### src/rtl/tri_pkg.sv
package tri_pkg;
  localparam int PER_W  = 11;
  localparam int LIN_W  = 7;
  localparam int LEN_W  = 8;
  localparam int IDX_W  = 5;
  localparam int STEP_W = 5;
  localparam int SMP_W  = 6;

  typedef struct packed {
    logic             hold;
    logic [LIN_W-1:0] lin_reload;
    logic [PER_W-1:0] period_raw;
    logic [IDX_W-1:0] len_idx;
  } tri_cfg_t;

  // note-length table: odd indices are computed, even ones come from two short rows
  function automatic logic [LEN_W-1:0] len_lookup(input logic [IDX_W-1:0] idx);
    logic [LEN_W-1:0] v;
    if (idx[0]) begin
      v = (idx == 5'd1) ? 8'd254 : {3'b000, idx} - 8'd1;
    end else begin
      case (idx[4:1])
        4'd0:  v = 8'd10;
        4'd1:  v = 8'd20;
        4'd2:  v = 8'd40;
        4'd3:  v = 8'd80;
        4'd4:  v = 8'd160;
        4'd5:  v = 8'd60;
        4'd6:  v = 8'd14;
        4'd7:  v = 8'd26;
        4'd8:  v = 8'd12;
        4'd9:  v = 8'd24;
        4'd10: v = 8'd48;
        4'd11: v = 8'd96;
        4'd12: v = 8'd192;
        4'd13: v = 8'd72;
        4'd14: v = 8'd16;
        default: v = 8'd32;
      endcase
    end
    return v;
  endfunction

  // triangle shape for one sequencer step
  function automatic logic signed [SMP_W-1:0] step_wave(input logic [STEP_W-1:0] s);
    logic [4:0] mag;
    logic signed [SMP_W-1:0] pos;
    mag = {1'b0, s[2:0], 1'b0};
    if (s[3]) mag = 5'd16 - mag;
    pos = $signed({1'b0, mag});
    return s[4] ? -pos : pos;
  endfunction
endpackage

### src/rtl/tri_regs.sv
module tri_regs
  import tri_pkg::*;
(
  input  logic       clk,
  input  logic       rst_n,
  input  logic       wr_valid,
  input  logic [1:0] wr_addr,
  input  logic [7:0] wr_data,
  output tri_cfg_t   cfg,
  output logic       ld_all,
  output logic       ld_lin
);
  localparam logic [1:0] A_CTRL = 2'd0;
  localparam logic [1:0] A_PLO  = 2'd2;
  localparam logic [1:0] A_PHI  = 2'd3;

  assign ld_all = wr_valid && (wr_addr == A_PHI);
  assign ld_lin = wr_valid && (wr_addr == A_CTRL);

  always_ff @(posedge clk) begin
    if (!rst_n) begin
      cfg <= '0;
    end else if (wr_valid) begin
      case (wr_addr)
        A_CTRL: begin
          cfg.hold       <= wr_data[7];
          cfg.lin_reload <= wr_data[LIN_W-1:0];
        end
        A_PLO: cfg.period_raw[7:0] <= wr_data;
        A_PHI: begin
          cfg.period_raw[PER_W-1:8] <= wr_data[2:0];
          cfg.len_idx               <= wr_data[7:3];
        end
        default: ;
      endcase
    end
  end
endmodule

### src/rtl/tri_gate.sv
module tri_gate
  import tri_pkg::*;
#(
  parameter int LAT_TICKS = 2
) (
  input  logic             clk,
  input  logic             rst_n,
  input  logic             en,
  input  logic             frame_tick,
  input  logic             ld_all,
  input  logic             ld_lin,
  input  logic [7:0]       wr_data,
  input  tri_cfg_t         cfg,
  output logic [LIN_W-1:0] lin_cnt,
  output logic [LEN_W-1:0] len_cnt,
  output logic             started,
  output logic             gate_open
);
  localparam int LAT_W = (LAT_TICKS < 1) ? 1 : $clog2(LAT_TICKS + 1);

  logic [LAT_W-1:0] lat_cnt;
  logic waiting, start_now, run;

  assign waiting   = frame_tick && !started && !cfg.hold;
  assign start_now = waiting && (lat_cnt <= LAT_W'(1));
  assign run       = frame_tick && (started || start_now);
  assign gate_open = en && (lin_cnt != '0) && (len_cnt != '0);

  always_ff @(posedge clk) begin
    if (!rst_n || !en) begin
      lin_cnt <= '0;
      len_cnt <= '0;
      started <= 1'b0;
      lat_cnt <= '0;
    end else if (ld_all) begin
      len_cnt <= len_lookup(wr_data[7:3]);
      lin_cnt <= cfg.lin_reload;
      started <= 1'b0;
      lat_cnt <= LAT_W'(LAT_TICKS);
    end else begin
      if (waiting) begin
        if (lat_cnt != '0) lat_cnt <= lat_cnt - LAT_W'(1);
        if (start_now) started <= 1'b1;
      end
      if (ld_lin && !started)
        lin_cnt <= wr_data[LIN_W-1:0];
      else if (run && lin_cnt != '0)
        lin_cnt <= lin_cnt - LIN_W'(1);
      if (run && !cfg.hold && len_cnt != '0)
        len_cnt <= len_cnt - LEN_W'(1);
    end
  end
endmodule

### src/rtl/tri_seq.sv
module tri_seq
  import tri_pkg::*;
(
  input  logic                    clk,
  input  logic                    rst_n,
  input  logic                    gate_open,
  input  logic [PER_W-1:0]        period_raw,
  output logic [STEP_W-1:0]       step,
  output logic signed [SMP_W-1:0] held,
  output logic                    audible
);
  localparam logic [PER_W-1:0] MIN_RAW = PER_W'(3);

  logic [PER_W-1:0]  timer;
  logic [STEP_W-1:0] step_nx;

  assign audible = gate_open && (period_raw >= MIN_RAW);
  assign step_nx = step + STEP_W'(1);

  always_ff @(posedge clk) begin
    if (!rst_n) begin
      timer <= '0;
      step  <= '0;
      held  <= '0;
    end else if (!audible) begin
      timer <= period_raw;
    end else if (timer == '0) begin
      timer <= period_raw;
      step  <= step_nx;
      held  <= step_wave(step_nx);
    end else begin
      timer <= timer - PER_W'(1);
    end
  end
endmodule

### src/rtl/tri_channel.sv
module tri_channel
  import tri_pkg::*;
#(
  parameter int LAT_TICKS = 2
) (
  input  logic                    clk,
  input  logic                    rst_n,
  input  logic                    ch_enable,
  input  logic                    frame_tick,
  input  logic                    wr_valid,
  output logic                    wr_ready,
  input  logic [1:0]              wr_addr,
  input  logic [7:0]              wr_data,
  output logic signed [SMP_W-1:0] sample
);
  tri_cfg_t                cfg;
  logic                    ld_all, ld_lin, started, gate_open, audible;
  logic [LIN_W-1:0]        lin_cnt;
  logic [LEN_W-1:0]        len_cnt;
  logic [STEP_W-1:0]       step;
  logic signed [SMP_W-1:0] held;

  assign wr_ready = 1'b1;

  tri_regs u_regs (
    .clk(clk), .rst_n(rst_n), .wr_valid(wr_valid), .wr_addr(wr_addr),
    .wr_data(wr_data), .cfg(cfg), .ld_all(ld_all), .ld_lin(ld_lin)
  );

  tri_gate #(.LAT_TICKS(LAT_TICKS)) u_gate (
    .clk(clk), .rst_n(rst_n), .en(ch_enable), .frame_tick(frame_tick),
    .ld_all(ld_all), .ld_lin(ld_lin), .wr_data(wr_data), .cfg(cfg),
    .lin_cnt(lin_cnt), .len_cnt(len_cnt), .started(started), .gate_open(gate_open)
  );

  tri_seq u_seq (
    .clk(clk), .rst_n(rst_n), .gate_open(gate_open), .period_raw(cfg.period_raw),
    .step(step), .held(held), .audible(audible)
  );

  assign sample = audible ? held : '0;
endmodule

### config.mk
export PLATFORM = sky130hd
export DESIGN_NAME = tri_channel
export DESIGN_NICKNAME = d
export VERILOG_FILES = /design/src/rtl/tri_pkg.sv /design/src/rtl/tri_regs.sv /design/src/rtl/tri_gate.sv /design/src/rtl/tri_seq.sv /design/src/rtl/tri_channel.sv
export SDC_FILE = /design/constraint.sdc
export NUM_CORES = 1
export LEC_CHECK = 0
export ABC_CLOCK_PERIOD_IN_PS = 4000
export BUFFER_PORTS_ARGS = -buffer_cell sky130_fd_sc_hd__buf_4
export CORE_MARGIN = 2
export CORE_UTILIZATION = 50
export CTS_BUF_LIST = sky130_fd_sc_hd__clkbuf_8
export DETAILED_ROUTE_END_ITERATION = 8
export GPL_TIMING_DRIVEN = 0
export PLACE_DENSITY = 0.69
export SLEW_MARGIN = 10
export SYNTH_ARGS = -nofsm -noshare
export SYNTH_HDL_FRONTEND = slang
export SYNTH_SLANG_ARGS = --single-unit
### constraint.sdc
create_clock -name clk -period 4 [get_ports clk]
set_input_delay 0.6 -clock clk [delete_from_list [all_inputs] [get_ports clk]]
set_output_delay 0.6 -clock clk [all_outputs]
set_load 0.005 [all_outputs]
Yosys cells after proc, flatten, opt, wreduce, memory -nomap -nowiden
Memory sizes are Yosys's and may differ from the RTL's.
Cells that the tools add are included.

storage, ports and cells
  ROM bits = 112
  register bits = 59
  logic and storage cells = 80
  output and inout port bits = 7
  memories kept = 1
  bits of input ports = 15

memory list
  memory           words  bits a word  read ports  clocked after Yosys merged registers in  wr ports  line           source
  (no name shown)  16     7            1           0                                        0         tri_pkg.sv:22  case (idx[4:1])

operators by class
  reductions and logical operators = 36
  $add $sub $neg = 8
  mux-type cells = 18
  eq/ne operators = 3
  order comparisons = 2

operators with widths
  kind                                                                                  number
  8-bit two-way mux                                                                     4
  11-bit two-way mux                                                                    2
  7-bit two-way mux                                                                     3
  5-bit two-way mux                                                                     4
  2-bit AND reduction                                                                   7
  1-bit logical AND                                                                     13
  6-bit two-way mux                                                                     2
  11-bit by 2-bit greater-or-equal comparator with 1-bit output, second input constant  1
  11-bit zero test                                                                      1
  11-bit by 1-bit subtractor with 11-bit output, second input constant                  1
  2-bit nonzero test                                                                    4
  8-bit nonzero test                                                                    1
  8-bit by 1-bit subtractor with 8-bit output, second input constant                    1
  7-bit nonzero test                                                                    1
  7-bit by 1-bit subtractor with 7-bit output, second input constant                    1
  2-bit two-way mux                                                                     3
  5-bit negation with 6-bit output                                                      1
  5-bit by 1-bit subtractor with 6-bit output, second input constant                    1
  5-bit by 1-bit adder with 5-bit output, second input constant                         1
  5-bit by 1-bit == test with 1-bit output, second input constant                       1
  5-bit by 4-bit subtractor with 5-bit output, first input constant                     1
  2-bit == test, second input constant                                                  2
  1-bit zero test                                                                       4
  3-bit nonzero test                                                                    1
  other kinds (5)                                                                       6

Depth between registers and ports, before layout
Gate-level depths: netlist of the first run.

  depth after elaboration = 10
  gate-level depth with buffers = 8
  depth with buffers taken out = 7

Hierarchy
Synthesis of the first run repeated with hierarchy kept, for this count alone.

second synthesis, totals
  cells, all modules = 431
  area, all modules = 3716.1 sq um

by module, submodules not included
  module       area each (sq um)  cells an instance  seq. area each (sq um)  times used
  tri_gate     1519.0             192                360.3                   1
  tri_seq      1242.4             140                400.4                   1
  tri_regs     905.9              91                 480.5                   1
  tri_channel  48.8               8                  0.0                     1

Least setup slack after synthesis of the first run
Ideal clock, no wire load.

  kind = reg2out
  from = reg u_gate.len_cnt[2]
  to = out sample[1]
  data required time = 3400 ps
  arrival time = 1665 ps
  buffers on the path = 0
  cell stages (with the launch flop) = 5
  slack = 1735 ps
  path through = dfxtp_1 -> or4_4 -> nor4b_4 -> nor3_1 -> and2_1

on the way
  word-level cells in the longest chain between the ends = 4

RTL lines
  element                 line               source
  start, declared         tri_gate.sv:15     output logic [LEN_W-1:0] len_cnt,
  start signal, assigned  tri_gate.sv:36     len_cnt <= len_lookup(wr_data[7:3]);
  start signal, assigned  tri_gate.sv:50     len_cnt <= len_cnt - LEN_W'(1);
  8-bit nonzero test      tri_gate.sv:27     assign gate_open = en && (lin_cnt != '0) && (len_cnt != '0);
  1-bit logical AND       tri_gate.sv:27
  1-bit logical AND       tri_seq.sv:17      assign audible = gate_open && (period_raw >= MIN_RAW);
  6-bit two-way mux       tri_channel.sv:41  assign sample = audible ? held : '0;
  end, declared           tri_channel.sv:14  output logic signed [SMP_W-1:0] sample

No other way between the ends.

Worst setup path in the final report of the first run
  from = reg u_gate.len_cnt[2]
  to = out sample[2]

The elaborated chain is that of the path after synthesis.

==> results of run 1 <==
-- critical path, stage by stage, from the launching register on --
cell	delay [ns]
dfxtp_1	0.36
or4_4	0.58
nor4b_4	0.57
nor3_1	0.22
and2_1	0.22
buf_4	0.13
-- flip-flops by register name, indices dropped and copies added (netlist names) --
register	flops
u_gate.len_cnt	8
u_gate.started	1
u_seq.timer	11
u_seq.held	5
u_seq.step	4
u_gate.lin_cnt	7
u_regs.cfg	19
u_gate.lat_cnt	2
-- cell families after synthesis --
group                      count (synthesis)
other                                      2
DFF                                       57
and+or+nand+nor                          160
xor gates and xnor gates                  23
AOI/OAI and AO/OA                         97
adders and majority gates                 14
muxes                                     20
buffers and inverters                     42
-- power breakdown --
| part | switching, mW | internal [mW] | total, mW |
|---|---|---|---|
| Combinational | 0.173 | 0.138 | 0.311 |
| Sequential | 0.0236 | 0.593 | 0.617 |
| Clock | 0.221 | 0.314 | 0.535 |
| Total | 0.418 | 1.04 | 1.46 |
-- cell usage in the layout, fill, tap and decap left out, types with 5 or more instances in the layout --
cell      instances
nand3_1           9
nor4_1            5
nor2_1           59
buf_4            21
xnor2_1          17
ha_1             14
a211oi_1         15
o21ai_0          15
clkbuf_1         17
dfxtp_1          57
xor2_1            6
clkbuf_8         11
mux2i_1          18
inv_1            16
a21oi_1          26
nor3_1            9
o211ai_1          7
nand2_1          33
nor3b_1           7
and2_1            6
-- routing by layer --
layer,track usage (%),part of all wire [%],vias to the layer above
li1,-,-,1532
met4,7.359,0.71,0
met2,34.53,45,54
met5,0,0,-
met1,30.98,50,1370
met3,5.679,4.0,6
-- metrics by stage --
step	worst slack, ns	power, mW
floorplan	1.735	0.8621
global placement	1.332	0.9316
detailed placement	1.322	0.9375
CTS	0.9510	1.478
global route	0.8158	1.551
finish	0.9797	1.462
-- area by class of cell --
| class | count | area, um2 |
|---|---|---|
| plain buffers | 26 | 108.9 |
| clock buffers | 11 | 151.4 |
| clock inverters | 4 | 43.79 |
| fillers | 616 | 2620 |
| inverters | 16 | 60.06 |
| multi-input cells | 316 | 2058 |
| flip-flops and latches | 57 | 1141 |
| well taps | 77 | 96.34 |
| repair buffers | 19 | 142.6 |
-- final timing paths --
kind | endpoint | slack [ns] | depth (start not counted)
max | sample[2] | 0.98 | 5
min | u_seq.held[5]$_SDFFE_PN0P_ | 0.45 | 2
max reg2reg | u_gate.len_cnt[1]$_SDFFE_PP0P_ | 1.65 | 5
min reg2reg | u_seq.held[5]$_SDFFE_PN0P_ | 0.45 | 2
==> results_dict.tcl, run 1 <==
set metrics [dict create \
    fin_crit_ns 3.020 \
    final-setup-viol-count 0 \
    diodes 0 \
    arrival_ns 2.42 \
    viasPerCell 5.631 \
    relSlewSlack_pct 37.84 \
    cts_max_level 3 \
    cts-root-buf "clkbuf_8" \
    synth_compound_area_share_pct 19.47 \
    row_count 29 \
    grt_max_degree 11 \
    first_pass_iters 4 \
    ys_ff_latch 57 \
    die_h_um 86.08 \
    holdBufCountCts 0 \
    fin_crit_sh_pct 75.51 \
    gr-usage-all-layers_pct 22.54 \
    skew_ns 0.007753 \
    crit_required_ns 3.40 \
    fin_cells 526 \
    fp.dieArea_mm2 0.007409 \
    yosysWarnings 0 \
    synthCells 415 \
    setup_tns_ns 0 \
    synth_top_family_by_area "simple AND/OR/NAND/NOR gates" \
    yosys.area_share.adder_pct 5.201 \
    ir_drop_uv 215.1 \
    status "completed" \
    max_cap_violations 0 \
    synth_cell_types 58 \
    power_leakage_nw 1.515 \
    avgSynthCellArea_um2 8.116 \
    path_max_fanout 10 \
    report.final.slew_viol_count 0 \
    cts.path.max_buffers 2 \
    area_delta_synth_final_pct 12.89 \
    startpoint "u_gate.len_cnt[2]$_SDFFE_PP0P_" \
    dr_total_vias 2962 \
    grt_pass1_wl_um 13230 \
    chipWidth_um 86.08 \
    r2r-start "u_gate.len_cnt[2]$_SDFFE_PP0P_" \
    final_cell_area_mm2 0.003802 \
    wl_per_cell_um 14.78 \
    synth-edff-count 0 \
    grt_pass1_vias 2777 \
    end_kind "output pin" \
    cts_setup_buffers 0 \
    synth_area_leaders "dfxtp_1 34%, nor2_1 6.6%, mux2i_1 5.3%, ha_1 5.2%, xnor2_1 4.4%" \
    synth_nets 444 \
    drt_first_iter_violations 166 \
    final_util_pct 59.21 \
    synth_top_area_share_pct 33.88 \
    synth_top_area_cell "dfxtp_1" \
    setup.worst_path.class "flop to output pin" \
    powerDensity_mw_per_mm2 384.6 \
    netlist_area_mm2 0.003368 \
    hold_viol_final 0 \
    clk-insertion-delay-late_ns 0.34 \
    postPlaceCellArea_mm2 0.003607 \
    cts_tree "done" \
    synth-xor-area-share_pct 5.981 \
    synth_common_cells "59 x nor2_1, 57 x dfxtp_1, 33 x nand2_1" \
    portBuffers 19 \
    fin_hold_ws_ns 0.4480 \
    hold_start "u_seq.held[5]$_SDFFE_PN0P_" \
    synthArstFlopShare_pct 0 \
    rsz0062_at_grt "false" \
    antenna_found_initial 0 \
    clkTransAtPathRegs_ns 0.06 \
    initial_core_util_pct 52.44 \
    dp_hpwl_um 5794 \
    route.final.wire_length_um 7775 \
    numCtsBuffers 9 \
    postCtsResizedCells 0 \
    place_inst 511 \
    seq_area_frac_synth_pct 33.88 \
    route.detailed.drc 0 \
    drive_gt1_share_pct 10.47 \
    core_region_area_mm2 0.006422 \
    place_congestion 0.8802 \
    critPathLaunchType "flop" \
    yosysMostFrequentCell "nor2_1" \
    hp-class "flop to flop" \
    nNetsFinal 474 \
    gr-total-overflow 0 \
    worst_pin_slew_ns 0.9239 \
    drtAntennaViolNets 0 \
    io_pins 22 \
    clock_sinks 57 \
    timing.fmax_mhz 331.1 \
    synthMuxAreaShare_pct 6.129 \
    synthSimpleGateAreaFrac_pct 24.11 \
    ys.flop_type "dfxtp_1" \
]
Power figures use the tool's default switching activity.
==> run 2, diff against run 1 <==
--- a/config.mk
+++ b/config.mk
@@ -5,7 +5,7 @@
 export SDC_FILE = /design/constraint.sdc
 export NUM_CORES = 1
 export LEC_CHECK = 0
-export ABC_CLOCK_PERIOD_IN_PS = 4000
+export ABC_CLOCK_PERIOD_IN_PS = 2800
 export BUFFER_PORTS_ARGS = -buffer_cell sky130_fd_sc_hd__buf_4
 export CORE_MARGIN = 2
 export CORE_UTILIZATION = 50
==> constraint.sdc (replaced) <==
create_clock -name clk -period 2.8 [get_ports clk]
set_input_delay 0.42 -clock clk [delete_from_list [all_inputs] [get_ports clk]]
set_output_delay 0.42 -clock clk [all_outputs]
set_load 0.005 [all_outputs]
==> run 2 against run 1 <==
- largest cell class unchanged
- sequential cell count unchanged
- hold slack worse by 0.096 ns
- power up 44%
- clock-buffer cell count unchanged
- setup slack worse by 0.78 ns
- non-clock buffer count up 1
- critical endpoint is now sample[1]
- clock power up 43%
==> results_dict.tcl, run 2 (synthesis results as in run 1) <==
set metrics [dict create \
    hp-class "input port to flop" \
    clk-insertion-delay-late_ns 0.33 \
    ir_drop_uv 307.6 \
    power_leakage_nw 1.519 \
    crit_required_ns 2.38 \
    regToRegEndpoint "u_gate.len_cnt[1]$_SDFFE_PP0P_" \
    final-setup-viol-count 0 \
    first_pass_iters 5 \
    dp_hpwl_um 5794 \
    timing.fmax_mhz 385.0 \
    place_congestion 0.8802 \
    reg2regPathDepth 6 \
    pwr-share-clk_pct 36.3 \
    gr-usage-all-layers_pct 22.86 \
    top_regs "u_regs.cfg: 19 flops, u_seq.timer: 11 flops, u_gate.len_cnt: 8 flops" \
    cts_max_level 3 \
    die_h_um 86.08 \
    wl_per_cell_um 14.93 \
    path_cells "or4_4, nor4b_4, nor3_1, and2_1, buf_4" \
    portBuffers 19 \
    setup.worst_path.class "flop to output pin" \
    slowest_delay_ns 0.59 \
    switching_share_pct 28.74 \
    report.final.slew_viol_count 0 \
    row_count 29 \
    status "completed" \
    mostFrequentLayoutCells "59 x nor2_1, 57 x dfxtp_1, 33 x nand2_1, 26 x a21oi_1, 22 x buf_4" \
    path_max_fanout 5 \
    drive_gt1_share_pct 10.67 \
    end_kind "output pin" \
    core_region_area_mm2 0.006422 \
    worst_pin_slew_ns 0.9617 \
    largest_reg_flops 19 \
    hold_depth 3 \
    drt_first_iter_violations 178 \
    p_total_mw 2.104 \
    viasPerCell 5.672 \
    io_pins 22 \
    drtAntennaViolNets 0 \
    area_delta_synth_final_pct 13.11 \
    clock_sinks 57 \
    critPathLaunchType "flop" \
    rrSetupSlack_ns 0.48 \
    grt_max_degree 11 \
    cts.path.max_buffers 2 \
    hold_viol_final 0 \
    fin_crit_sh_pct 92.75 \
    mostFrequentLayoutCell "nor2_1" \
    numCtsBuffers 9 \
    grt_pass1_wl_um 13390 \
    gr-total-overflow 0 \
    antenna_found_initial 0 \
    cts_tree "done" \
    fp.dieArea_mm2 0.007409 \
    route.detailed.drc 0 \
    chipWidth_um 86.08 \
    setup_tns_ns 0 \
    power_frac_comb_pct 21.9 \
    largest_register "u_regs.cfg" \
    seq_power_share_pct 41.8 \
    internal-power_mw 1.499 \
    arrival_ns 2.18 \
    p_switching_mw 0.6047 \
    diodes 0 \
    max_cap_violations 0 \
    cts-root-buf "clkbuf_8" \
    holdBufCountCts 0 \
    r2r-start "u_gate.len_cnt[2]$_SDFFE_PP0P_" \
    dr_total_vias 2989 \
    nNetsFinal 475 \
    powerDensity_mw_per_mm2 552.3 \
    relSlewSlack_pct 35.30 \
    worst_hold_path.endpoint "u_regs.cfg[7]$_SDFFE_PN0P_" \
    nFillCells 616 \
    worst_path_max_delay_cell "or4_4" \
    skew_ns 0.007462 \
    grt_pass1_vias 2801 \
    route.final.wire_length_um 7866 \
    clkTransAtPathRegs_ns 0.07 \
    initial_core_util_pct 52.44 \
    rsz0062_at_grt "false" \
    hold_start "wr_data[2]" \
    fin_crit_ns 2.597 \
]
## run 2: cell types whose count changed in the layout (fill, tap and decap cells not counted)
cell   before  now
buf_4      21   22
## run 2: metrics by stage
| step | area, um2 | worst slack, ns | hold slack, ns | std cells | util, % |
|---|---|---|---|---|---|
| global placement | 3607 | 0.3119 | 0.4411 | 511 | 56.17 |
| detailed placement | 3607 | 0.3024 | 0.4426 | 511 | 56.17 |
| CTS | 3810 | 0.2009 | 0.3367 | 527 | 59.32 |
| finish | 3810 | 0.2029 | 0.3520 | 527 | 59.32 |
| floorplan | 3368 | 0.7148 | 0.4273 | 415 | - |
| global route | 3810 | 0.08270 | 0.3632 | 527 | 59.32 |
## run 2: worst max-delay path: cells and delay by family (launching register included)
family                 cells  cell delay [ns]
AND/OR/NAND/NOR            4             1.35
flip-flops                 1             0.36
buffers and inverters      1             0.13
## run 2: timing repair
action / in CTS / in global routing
resized for setup: 0 / 0
setup buffers: 1 / 0
setup endpoints to repair: 5 / 0
## run 2: worst max-delay path by stage
stage	start	to	slack, ns
after floorplan	u_gate.len_cnt[2]$_SDFFE_PP0P_	sample[1]	0.71
after global routing	u_gate.len_cnt[2]$_SDFFE_PP0P_	sample[2]	0.08
final	u_gate.len_cnt[2]$_SDFFE_PP0P_	sample[1]	0.20
after CTS	u_gate.len_cnt[2]$_SDFFE_PP0P_	sample[2]	0.20
after global placement	wr_data[3]	u_gate.len_cnt[4]$_SDFFE_PP0P_	0.31
after detailed placement	wr_data[3]	u_gate.len_cnt[4]$_SDFFE_PP0P_	0.30
## run 2: area by class of cell
cell class	count	area (um2)	area share [%]
multi-input cells	316	2058	54.02
flip-flops and latches	57	1141	29.95
clock buffers	11	151.4	3.974
repair buffers	20	150.1	3.941
plain buffers	26	108.9	2.857
well taps	77	96.34	2.529
inverters	16	60.06	1.576
clock inverters	4	43.79	1.149
## run 2: layer usage
layer / GRT usage (%) / vias to the layer above / share of wire, %
met4: 8.369 / 0 / 1.7
met2: 34.81 / 74 / 45
met5: 0 / - / 0
met3: 6.064 / 11 / 4.8
li1: - / 1535 / -
met1: 31.04 / 1369 / 49
## run 2: power by group through the flow
| stage | logic [mW] | registers (mW) | clock network [mW] |
|---|---|---|---|
| 5_1_grt | 0.514 | 0.885 | 0.831 |
| 3_5_place_dp | 0.442 | 0.897 | 0 |
| 4_1_cts | 0.457 | 0.880 | 0.786 |
| 6_report | 0.460 | 0.880 | 0.764 |
| 3_3_place_gp | 0.435 | 0.896 | 0 |
| 2_1_floorplan | 0.342 | 0.889 | 0 |
==> run 3, diff against run 2 <==
--- a/config.mk
+++ b/config.mk
@@ -5,7 +5,7 @@
 export SDC_FILE = /design/constraint.sdc
 export NUM_CORES = 1
 export LEC_CHECK = 0
-export ABC_CLOCK_PERIOD_IN_PS = 2800
+export ABC_CLOCK_PERIOD_IN_PS = 3000
 export BUFFER_PORTS_ARGS = -buffer_cell sky130_fd_sc_hd__buf_4
 export CORE_MARGIN = 2
 export CORE_UTILIZATION = 50
==> constraint.sdc (replaced) <==
create_clock -name clk -period 3 [get_ports clk]
set_input_delay 0.45 -clock clk [delete_from_list [all_inputs] [get_ports clk]]
set_output_delay 0.45 -clock clk [all_outputs]
set_load 0.005 [all_outputs]
==> run 3 against run 2 <==
- sequential power shrank 6.6%
- final cell count grew 0.38%
- sequential cell count is the same
- highest routed layer unchanged
==> results_dict.tcl, run 3 (synthesis results as in run 1) <==
set metrics [dict create \
    status "completed" \
    skew_ns 0.006936 \
    dr_total_vias 2976 \
    powerDensity_mw_per_mm2 515.7 \
    clkTransAtPathRegs_ns 0.06 \
    hold_start "wr_data[2]" \
    path_max_fanout 8 \
    top_regs "u_regs.cfg: 19 flops, u_seq.timer: 11 flops, u_gate.len_cnt: 8 flops" \
    ir_drop_uv 287.1 \
    p_total_mw 1.972 \
    viasPerCell 5.626 \
    regToRegEndpoint "u_gate.len_cnt[1]$_SDFFE_PP0P_" \
    critPathLaunchType "flop" \
    crit_top_cell "buf_4" \
    gr-total-overflow 0 \
    end_kind "output pin" \
    path_delay_family "simple AND/OR/NAND/NOR gates" \
    worst_hold_path.endpoint "u_regs.cfg[7]$_SDFFE_PN0P_" \
    area_delta_synth_final_pct 13.56 \
    grt_use_met2_pct 34.53 \
    relSlewSlack_pct 37.59 \
    row_count 29 \
    largest_reg_flops 19 \
    grt_max_degree 11 \
    drt_first_iter_violations 142 \
    dp_hpwl_um 5794 \
    gr-usage-all-layers_pct 22.54 \
    diodes 0 \
    rsz0062_at_grt "false" \
    cts_max_level 3 \
    fin_crit_sh_pct 87.92 \
    chipWidth_um 86.08 \
    report.final.slew_viol_count 0 \
    clk-insertion-delay-late_ns 0.34 \
    io_pins 22 \
    grt_pass1_wl_um 13230 \
    crit_required_ns 2.55 \
    worst_pin_slew_ns 0.9276 \
    timing.fmax_mhz 379.1 \
    route.detailed.drc 0 \
    portBuffers 19 \
    numCtsBuffers 9 \
    largest_register "u_regs.cfg" \
    holdBufCountCts 0 \
    fin_crit_ns 2.638 \
    drtAntennaViolNets 0 \
    wl_per_cell_um 14.73 \
    reg2regPathDepth 7 \
    cts.path.max_buffers 2 \
    first_pass_iters 4 \
    power_leakage_nw 1.529 \
    crit_cells 6 \
    cts_tree "done" \
    hold_viol_final 0 \
    drive_gt1_share_pct 11.06 \
    mostFrequentLayoutCells "59 x nor2_1, 57 x dfxtp_1, 33 x nand2_1, 26 x a21oi_1, 24 x buf_4" \
    grt_pass1_vias 2777 \
    worst_path_max_delay_cell "or4_4" \
    mostFrequentLayoutCell "nor2_1" \
    met3_usage_pct 5.679 \
    nNetsFinal 477 \
    route.final.wire_length_um 7791 \
    crit_buf_inv 2 \
    initial_core_util_pct 52.44 \
    top_usage_layer "met2" \
    hold_depth 3 \
    postCtsResizedCells 0 \
    antenna_found_initial 0 \
    hp-class "input port to flop" \
    grt.met1_usage_pct 30.98 \
    setup.worst_path.class "flop to output pin" \
    die_h_um 86.08 \
    setup_tns_ns 0 \
    core_region_area_mm2 0.006422 \
    final-setup-viol-count 0 \
    path_cells "or4_4, nor4b_4, buf_4, nor3_1, and2_1, buf_4" \
    fp.dieArea_mm2 0.007409 \
    max_cap_violations 0 \
    clock_sinks 57 \
    cts-root-buf "clkbuf_8" \
    cts_setup_buffers 0 \
    slowest_delay_ns 0.58 \
    r2r-start "u_gate.len_cnt[2]$_SDFFE_PP0P_" \
    rrSetupSlack_ns 0.74 \
    arrival_ns 2.19 \
    place_congestion 0.8802 \
]
run 3: routing by layer:
| layer | wire length (um) | up-vias |
|---|---|---|
| li1 | - | 1537 |
| met1 | 3885 | 1379 |
| met2 | 3520 | 51 |
| met3 | 277 | 9 |
| met4 | 107 | 0 |
| met5 | 0 | - |
run 3: worst max path at each step:
stage	from	to	slack [ns]
after floorplan	u_gate.len_cnt[2]$_SDFFE_PP0P_	sample[1]	0.88
after global placement	wr_data[3]	u_gate.len_cnt[4]$_SDFFE_PP0P_	0.48
after detailed placement	wr_data[3]	u_gate.len_cnt[4]$_SDFFE_PP0P_	0.47
after CTS	u_gate.len_cnt[2]$_SDFFE_PP0P_	sample[2]	0.10
after global routing	u_gate.len_cnt[2]$_SDFFE_PP0P_	sample[2]	0.25
final	u_gate.len_cnt[2]$_SDFFE_PP0P_	sample[1]	0.36
run 3: worst register-to-register path, stage by stage (launching register included):
cell,delay (ns)
dfxtp_1,0.36
or4_4,0.59
nor4b_4,0.28
buf_4,0.19
buf_4,0.13
nor2_2,0.06
mux2_4,0.31
a221oi_2,0.26
run 3: metrics by stage:
| step | area (um2) | setup slack [ns] | utilization (%) | std cells | hold WS (ns) |
|---|---|---|---|---|---|
| 5_1_grt | 3825 | 0.2491 | 59.56 | 529 | 0.3932 |
| 2_1_floorplan | 3368 | 0.8848 | - | 415 | 0.4273 |
| 4_1_cts | 3802 | 0.1010 | 59.21 | 526 | 0.3667 |
| 3_5_place_dp | 3607 | 0.4724 | 56.17 | 511 | 0.4426 |
| 6_report | 3825 | 0.3623 | 59.56 | 529 | 0.3805 |
| 3_3_place_gp | 3607 | 0.4819 | 56.17 | 511 | 0.4411 |
run 3: area by class of cell:
| class | count | area, um2 |
|---|---|---|
| Buffer | 26 | 108.9 |
| Clock buffer | 11 | 151.4 |
| Clock inverter | 4 | 43.79 |
| Fill cell | 613 | 2597 |
| Inverter | 16 | 60.06 |
| Multi-Input combinational cell | 316 | 2058 |
| Sequential cell | 57 | 1141 |
| Tap cell | 77 | 96.34 |
| Timing Repair Buffer | 22 | 165.2 |
run 3: report_power, final:
part           switching [mW]  internal, mW  total (mW)
Sequential             0.0309         0.791       0.822
Clock                   0.294         0.418       0.712
Combinational           0.236         0.202       0.438
Total                   0.561          1.41        1.97
